File: src/rtl/lbw_pkg.sv
package lbw_pkg;
  // Byte fields of the instruction word that the decoder reads
  localparam int KSIZE_LSB = 8;
  localparam int RLEN_LSB  = 48;
  localparam int FIELD_W   = 8;
endpackage

File: src/rtl/lbw_cfg_decode.sv
module lbw_cfg_decode
  import lbw_pkg::*;
#(
  parameter int K_MAX = 5,
  parameter int D_MAX = 64,
  localparam int KW = $clog2(K_MAX + 1),
  localparam int DW = $clog2(D_MAX + 1)
) (
  input  logic          clk,
  input  logic          rst_n,
  input  logic          cfg_load,
  input  logic [63:0]   cfg_word,
  input  logic          idle,
  output logic          apply,
  output logic [KW-1:0] k_q,
  output logic [DW-1:0] d_q,
  output logic          err_q
);
  logic [FIELD_W-1:0] raw_k, raw_d, k_n, d_n;
  logic               e_n;

  assign apply = cfg_load && idle;
  assign raw_k = cfg_word[KSIZE_LSB +: FIELD_W];
  assign raw_d = cfg_word[RLEN_LSB +: FIELD_W];

  always_comb begin
    e_n = 1'b0;
    k_n = raw_k;
    if (raw_k == '0) begin
      k_n = FIELD_W'(1);
      e_n = 1'b1;
    end else if (raw_k > FIELD_W'(K_MAX)) begin
      k_n = FIELD_W'(K_MAX);
      e_n = 1'b1;
    end
    d_n = raw_d;
    if (raw_d > FIELD_W'(D_MAX)) begin
      d_n = FIELD_W'(D_MAX);
      e_n = 1'b1;
    end
    if (d_n < k_n) begin
      d_n = k_n;
      e_n = 1'b1;
    end
  end

  always_ff @(posedge clk or negedge rst_n) begin
    if (!rst_n) begin
      k_q   <= KW'(K_MAX);
      d_q   <= DW'(D_MAX);
      err_q <= 1'b0;
    end else if (apply) begin
      k_q   <= k_n[KW-1:0];
      d_q   <= d_n[DW-1:0];
      err_q <= e_n;
    end
  end
endmodule

File: src/rtl/lbw_row_store.sv
module lbw_row_store #(
  parameter int PIX_W = 8,
  parameter int K_MAX = 5,
  parameter int D_MAX = 64,
  localparam int NB = K_MAX - 1,
  localparam int AW = (D_MAX > 1) ? $clog2(D_MAX) : 1,
  localparam int DW = $clog2(D_MAX + 1)
) (
  input  logic                     clk,
  input  logic                     rst_n,
  input  logic                     flush,
  input  logic                     shift,
  input  logic [DW-1:0]            depth,
  input  logic [PIX_W-1:0]         pix_in,
  output logic [NB-1:0][PIX_W-1:0] taps
);
  logic [DW-1:0] wp, wp_nx;

  assign wp_nx = wp + DW'(1);

  always_ff @(posedge clk or negedge rst_n) begin
    if (!rst_n)     wp <= '0;
    else if (flush) wp <= '0;
    else if (shift) wp <= (wp_nx == depth) ? '0 : wp_nx;
  end

  // Each store delays its input by one row length; the stores are chained
  for (genvar j = 0; j < NB; j++) begin : g_store
    logic [PIX_W-1:0] mem [D_MAX];
    logic [PIX_W-1:0] wdat;

    if (j == 0) begin : g_head
      assign wdat = pix_in;
    end else begin : g_link
      assign wdat = taps[j-1];
    end

    assign taps[j] = mem[wp[AW-1:0]];

    always_ff @(posedge clk or negedge rst_n) begin
      if (!rst_n) begin
        for (int a = 0; a < D_MAX; a++) mem[a] <= '0;
      end else if (flush) begin
        for (int a = 0; a < D_MAX; a++) mem[a] <= '0;
      end else if (shift) begin
        mem[wp[AW-1:0]] <= wdat;
      end
    end
  end
endmodule

File: src/rtl/lbw_fill_track.sv
module lbw_fill_track #(
  parameter int K_MAX = 5,
  parameter int D_MAX = 64,
  localparam int KW = $clog2(K_MAX + 1),
  localparam int DW = $clog2(D_MAX + 1)
) (
  input  logic          clk,
  input  logic          rst_n,
  input  logic          flush,
  input  logic          shift,
  input  logic [KW-1:0] k,
  input  logic [DW-1:0] depth,
  output logic          win_ok
);
  logic [DW-1:0] x_q, x_nx;
  logic [KW-1:0] y_q;

  assign x_nx   = x_q + DW'(1);
  // True for the pixel now at the input: rows above and columns to the left are complete
  assign win_ok = (int'(y_q) + 1 >= int'(k)) && (int'(x_q) + 1 >= int'(k));

  always_ff @(posedge clk or negedge rst_n) begin
    if (!rst_n) begin
      x_q <= '0;
      y_q <= '0;
    end else if (flush) begin
      x_q <= '0;
      y_q <= '0;
    end else if (shift) begin
      if (x_nx == depth) begin
        x_q <= '0;
        if (int'(y_q) < K_MAX - 1) y_q <= y_q + KW'(1);
      end else begin
        x_q <= x_nx;
      end
    end
  end
endmodule

File: src/rtl/lbw_window.sv
module lbw_window #(
  parameter int PIX_W = 8,
  parameter int K_MAX = 5,
  localparam int KW = $clog2(K_MAX + 1),
  localparam int IW = (K_MAX > 1) ? $clog2(K_MAX) : 1
) (
  input  logic                            clk,
  input  logic                            rst_n,
  input  logic                            flush,
  input  logic                            shift,
  input  logic [KW-1:0]                   k,
  input  logic [PIX_W-1:0]                pix_in,
  input  logic [K_MAX-2:0][PIX_W-1:0]     taps,
  output logic [K_MAX*K_MAX*PIX_W-1:0]    win_flat
);
  logic [PIX_W-1:0]             w [K_MAX][K_MAX];
  logic [K_MAX-1:0][PIX_W-1:0]  nc;

  // New column: bottom row is the live pixel, rows above come from older row stores
  always_comb begin
    nc[K_MAX-1] = pix_in;
    for (int r = 0; r < K_MAX - 1; r++) nc[r] = taps[K_MAX-2-r];
  end

  always_ff @(posedge clk or negedge rst_n) begin
    if (!rst_n) begin
      for (int r = 0; r < K_MAX; r++)
        for (int c = 0; c < K_MAX; c++) w[r][c] <= '0;
    end else if (flush) begin
      for (int r = 0; r < K_MAX; r++)
        for (int c = 0; c < K_MAX; c++) w[r][c] <= '0;
    end else if (shift) begin
      for (int r = 0; r < K_MAX; r++) begin
        for (int c = 0; c < K_MAX - 1; c++) w[r][c] <= w[r][c+1];
        w[r][K_MAX-1] <= nc[r];
      end
    end
  end

  // The active K x K region sits in the bottom-right corner of w; move it to top-left
  always_comb begin
    win_flat = '0;
    for (int r = 0; r < K_MAX; r++) begin
      for (int c = 0; c < K_MAX; c++) begin
        int ri, ci;
        ri = r + K_MAX - int'(k);
        ci = c + K_MAX - int'(k);
        if (r < int'(k) && c < int'(k))
          win_flat[(r*K_MAX+c)*PIX_W +: PIX_W] = w[ri[IW-1:0]][ci[IW-1:0]];
      end
    end
  end
endmodule

File: src/rtl/slidewin_linebuf.sv
module slidewin_linebuf #(
  parameter int PIX_W = 8,
  parameter int K_MAX = 5,
  parameter int D_MAX = 64,
  localparam int KW = $clog2(K_MAX + 1),
  localparam int DW = $clog2(D_MAX + 1),
  localparam int WIN_W = K_MAX * K_MAX * PIX_W
) (
  input  logic             clk,
  input  logic             rst_n,
  input  logic             cfg_load,
  input  logic [63:0]      cfg_word,
  input  logic             in_valid,
  output logic             in_ready,
  input  logic [PIX_W-1:0] in_pixel,
  output logic             out_valid,
  input  logic             out_ready,
  output logic [WIN_W-1:0] out_window,
  output logic             cfg_err
);
  logic                        idle, cfg_apply, accept, win_ok;
  logic [KW-1:0]               cur_k;
  logic [DW-1:0]               cur_d;
  logic [K_MAX-2:0][PIX_W-1:0] taps;

  assign in_ready = !out_valid || out_ready;
  assign accept   = in_valid && in_ready;
  assign idle     = !in_valid && !out_valid;

  lbw_cfg_decode #(.K_MAX(K_MAX), .D_MAX(D_MAX)) u_dec (
    .clk(clk), .rst_n(rst_n), .cfg_load(cfg_load), .cfg_word(cfg_word),
    .idle(idle), .apply(cfg_apply), .k_q(cur_k), .d_q(cur_d), .err_q(cfg_err)
  );

  lbw_row_store #(.PIX_W(PIX_W), .K_MAX(K_MAX), .D_MAX(D_MAX)) u_rows (
    .clk(clk), .rst_n(rst_n), .flush(cfg_apply), .shift(accept),
    .depth(cur_d), .pix_in(in_pixel), .taps(taps)
  );

  lbw_fill_track #(.K_MAX(K_MAX), .D_MAX(D_MAX)) u_fill (
    .clk(clk), .rst_n(rst_n), .flush(cfg_apply), .shift(accept),
    .k(cur_k), .depth(cur_d), .win_ok(win_ok)
  );

  lbw_window #(.PIX_W(PIX_W), .K_MAX(K_MAX)) u_win (
    .clk(clk), .rst_n(rst_n), .flush(cfg_apply), .shift(accept),
    .k(cur_k), .pix_in(in_pixel), .taps(taps), .win_flat(out_window)
  );

  always_ff @(posedge clk or negedge rst_n) begin
    if (!rst_n)          out_valid <= 1'b0;
    else if (cfg_apply)  out_valid <= 1'b0;
    else if (accept)     out_valid <= win_ok;
    else if (out_ready)  out_valid <= 1'b0;
  end
endmodule

File: config.mk
export PLATFORM = sky130hd
export DESIGN_NAME = slidewin_linebuf
export DESIGN_NICKNAME = d
export VERILOG_FILES = /design/src/rtl/lbw_pkg.sv /design/src/rtl/lbw_cfg_decode.sv /design/src/rtl/lbw_row_store.sv /design/src/rtl/lbw_fill_track.sv /design/src/rtl/lbw_window.sv /design/src/rtl/slidewin_linebuf.sv
export SDC_FILE = /design/constraint.sdc
export NUM_CORES = 2
export LEC_CHECK = 0
export BUFFER_PORTS_ARGS = -buffer_cell sky130_fd_sc_hd__buf_2
export CAP_MARGIN = 20
export CORE_ASPECT_RATIO = 0.9
export CORE_MARGIN = 2
export CORE_UTILIZATION = 35
export DETAILED_ROUTE_END_ITERATION = 16
export SYNTH_ARGS = -nofsm -noshare
export SYNTH_HDL_FRONTEND = slang
export SYNTH_SLANG_ARGS = --single-unit
File: constraint.sdc
create_clock -name clk -period 6.1 [get_ports clk]
set_clock_uncertainty 0.05 [all_clocks]
set_input_delay 1.83 -clock clk [delete_from_list [all_inputs] [get_ports clk]]
set_output_delay 1.83 -clock clk [all_outputs]
set_load 0.005 [all_outputs]
==> results.md <==
- Hold path start: u_rows.g_store[0].mem[376]
- Starting Density: 35.1%
- CP Max Fanout: 14
- I/O pins: 280
- Reg clk slew, reported paths: 0.06 ns
- Area Growth Syn to Fin: 12.5%
- Reg2reg path depth: 6
- Root Buffer: clkbuf_16
- Placed Cells: 15,200
- CP endpoint: out_window[181]
- Cell variety after synth: 93
- Share of the synthesized area in the top cell type: 50.2%
- Crit path launch type: register
- DIE HEIGHT: 544 um
- Final setup fails: 1
- Yosys reg bits: 2,277
- Critical Path Sink Type: primary output
- Synth top area cells: dfrtp_1 50%, o21ai_0 7.3%, nand3_1 6.9%
- Vias in the first global route: 92,900
- Core region area: 0.323 mm2
- Register area: 0.0570 mm2
- # hold bufs at CTS: 0
- Remaining global-route overflow: 0
- Post-DP Area: 0.119 mm2
- Synth async-reset ratio: 100%
- Drt drc: 0
- RSZ-0062 raised after global routing: no
- DR WL/cell: 30.2 um
- Avg Inst Size Synth: 9.86 um2
- Layout Nets: 11,300
- Drt first pass iters: 8
- Maximum vdd drop: 0.404 mV
- Sink Count: 2,277
- Final antenna-violating net count: 0
- Leading area contributor after synthesis: dfrtp_1
- Failing checks: negative setup slack
- Buffers on Ports: 231
- Most common cell after layout, fill and taps aside: dfrtp_1
- Post-synth EDFFs: 0
- Slew margin rel.: 8.34%
- Syn Std Cell Area: 0.113 mm2
- Worst EP arrival: 4.24 ns
- Slew @ Worst Pin: 1.37 ns
- Die X: 604 um
- Post-synthesis sequential area ratio: 50.3%
- Crit Path Class: reg2out
- H-tree level count: 4
- Hold path depth: 2
- Detailed-route via count: 99,200
- Worst Path Required: 4.22 ns
- Outcome: complete, but fails checks
- CTS Buf Count: 232
- Final core utilization: 39.5%
- Area occupied by multi-input gates: 0.0511 mm2
- Gate Count Post-Synth: 11,500
- Reg-to-Reg End: u_win.w[163]
- Final WL: 474,000 um
- Layout cell share with drive strength beyond 1: 14.0%
- Final hold vios: 0
- Largest net degree at the start of global routing: 135
- Leakage: 54.9 nW
- Final Max Tran Viols: 0
- Vias per inst: 6.32
- Drt first-iter violations: 14,900
- Final Cycle Share: 100%
- Max-cap violations: 0
- Initial antenna violation count: 28
- Fmax: 163 MHz
- First-pass GRT wire length: 684,000 um
- Commonest non-fill, non-tap cells in the layout: 2,270 x dfrtp_1, 1,640 x o21ai_0, 1,571 x nand3_1
- Fillers: 31,800
- PnR worst setup slack: -0.0243 ns
- Place WS: 0.918 ns
- Minimum clock period: 6.12 ns
- Cell row count: 198
- Worst hold path type: reg2reg
- Clock buffer depth: 4
- R2R Path Start: u_rows.wp[5]
- YS warnings: 0
- GPL Wtd Cong: 1.00
- CTS tree: done
- Power Density: 374 mW/mm2
- Worst skew pair latency: 0.94 ns
- FF-to-FF setup slack: 0.94 ns
- Die ar.: 0.328 mm2
- Cell area after layout: 0.127 mm2
- Final Power: 47.7 mW
- Crit. Startpoint: u_dec.k_q[2]
- DPL Wire Length: 301,000 um
- Layout Cells excl Fill: 15,700
- Global Route Usage Sum: 28.0%
- Dominant synthesized flop cell: dfrtp_1
## routing by layer
layer / global-route usage, % / share of wire [%]
met1: 39.1 / 41
met2: 39.7 / 42
met3: 8.28 / 12
met4: 13.0 / 5.3
met5: 0.174 / 0.038
## worst min path at each step
| stage | endpoint | slack, ns |
|---|---|---|
| global route | u_rows.g_store[0].mem[224] | 0.45 |
| global placement | u_rows.g_store[0].mem[142] | 0.40 |
| detailed placement | u_rows.g_store[0].mem[142] | 0.41 |
| finish | u_rows.g_store[0].mem[376] | 0.43 |
| CTS | u_rows.g_store[0].mem[376] | 0.43 |
| floorplan | u_rows.g_store[0].mem[376] | 0.39 |
## layout make-up
type / instances / share of cell area, %
Inverter: 39 / 0.123
Sequential cell: 2277 / 44.7
Tap cell: 4300 / 4.22
Clock buffer: 349 / 5.48
Multi-Input combinational cell: 7931 / 40.1
Clock inverter: 68 / 0.708
Timing Repair Buffer: 705 / 4.54
Antenna cell: 21 / 0.0412
## Yosys cell counts, types with 17 or more instances
cell type / instances
a21oi_1: 694
o22a_1: 34
and3_1: 44
and3b_1: 19
nand3_1: 1571
o22ai_1: 163
o32ai_1: 17
o211ai_1: 29
buf_6: 30
o21ai_0: 1642
a31oi_1: 61
buf_4: 65
inv_1: 35
dfrtp_1: 2274
a221oi_1: 181
a22oi_1: 188
and2_1: 29
mux4_2: 212
mux2_2: 163
clkbuf_1: 869
nor3_1: 51
ha_1: 21
a21o_1: 29
nor2b_1: 30
o2bb2ai_1: 66
o31ai_1: 27
mux2i_1: 432
a211oi_1: 55
nor2_1: 339
a22o_1: 459
o221ai_1: 32
nand2b_1: 40
o21ai_1: 34
buf_1: 96
nand2_1: 969
buf_2: 183
a221o_1: 62
## critical path, stage by stage, from the launching register on
cell      delay, ns
dfstp_2        0.72
inv_1          0.07
buf_4          0.25
ha_4           0.28
nand2b_1       0.37
nor2_1         0.23
nand2_1        0.51
a211oi_1       0.68
buf_2          0.22
## state kept, by name, indices dropped and copies added (netlist names)
name,cells
u_fill.x_q,7
u_win.w,200
u_rows.g_store.mem,2048
u_dec.k_q,3
u_dec.err_q,1
u_rows.wp,7
out_valid,1
u_fill.y_q,3
u_dec.d_q,7
## report_power, final
group	switching (mW)	internal, mW	leakage, nW
Sequential	1.20	15.8	31.6
Clock	6.44	8.65	3.89
Combinational	11.6	4.04	19.4
## stage by stage
step	setup TNS [ns]	hold slack [ns]
finish	-0.0243	0.429
global route	0	0.450
CTS	0	0.426
detailed placement	0	0.412
global placement	0	0.404
floorplan	0	0.392
## repair_timing
item | in CTS | in global routing
buffers inserted | 0 | 10
endpoints found under the hold margin | 0 | 0
pin swaps | 0 | 1
gates resized for setup | 1 | 5
setup endpoints to repair | 2 | 42
## cells by family (layout without fill, tap and decap cells)
kind of cell    count (synthesis)  in the layout  share of synthesized area, %
mux                           814            814                          9.73
xor+xnor                       28             28                         0.229
flops                        2277           2277                          50.3
other cells                     2             27                       0.00663
fa+ha+maj                      21             21                         0.232
compound gates               3873           3873                          21.4
buf+inv                      1291           1161                          5.00
simple gates                 3189           3189                          13.1
(Power assumes the default switching activity.)
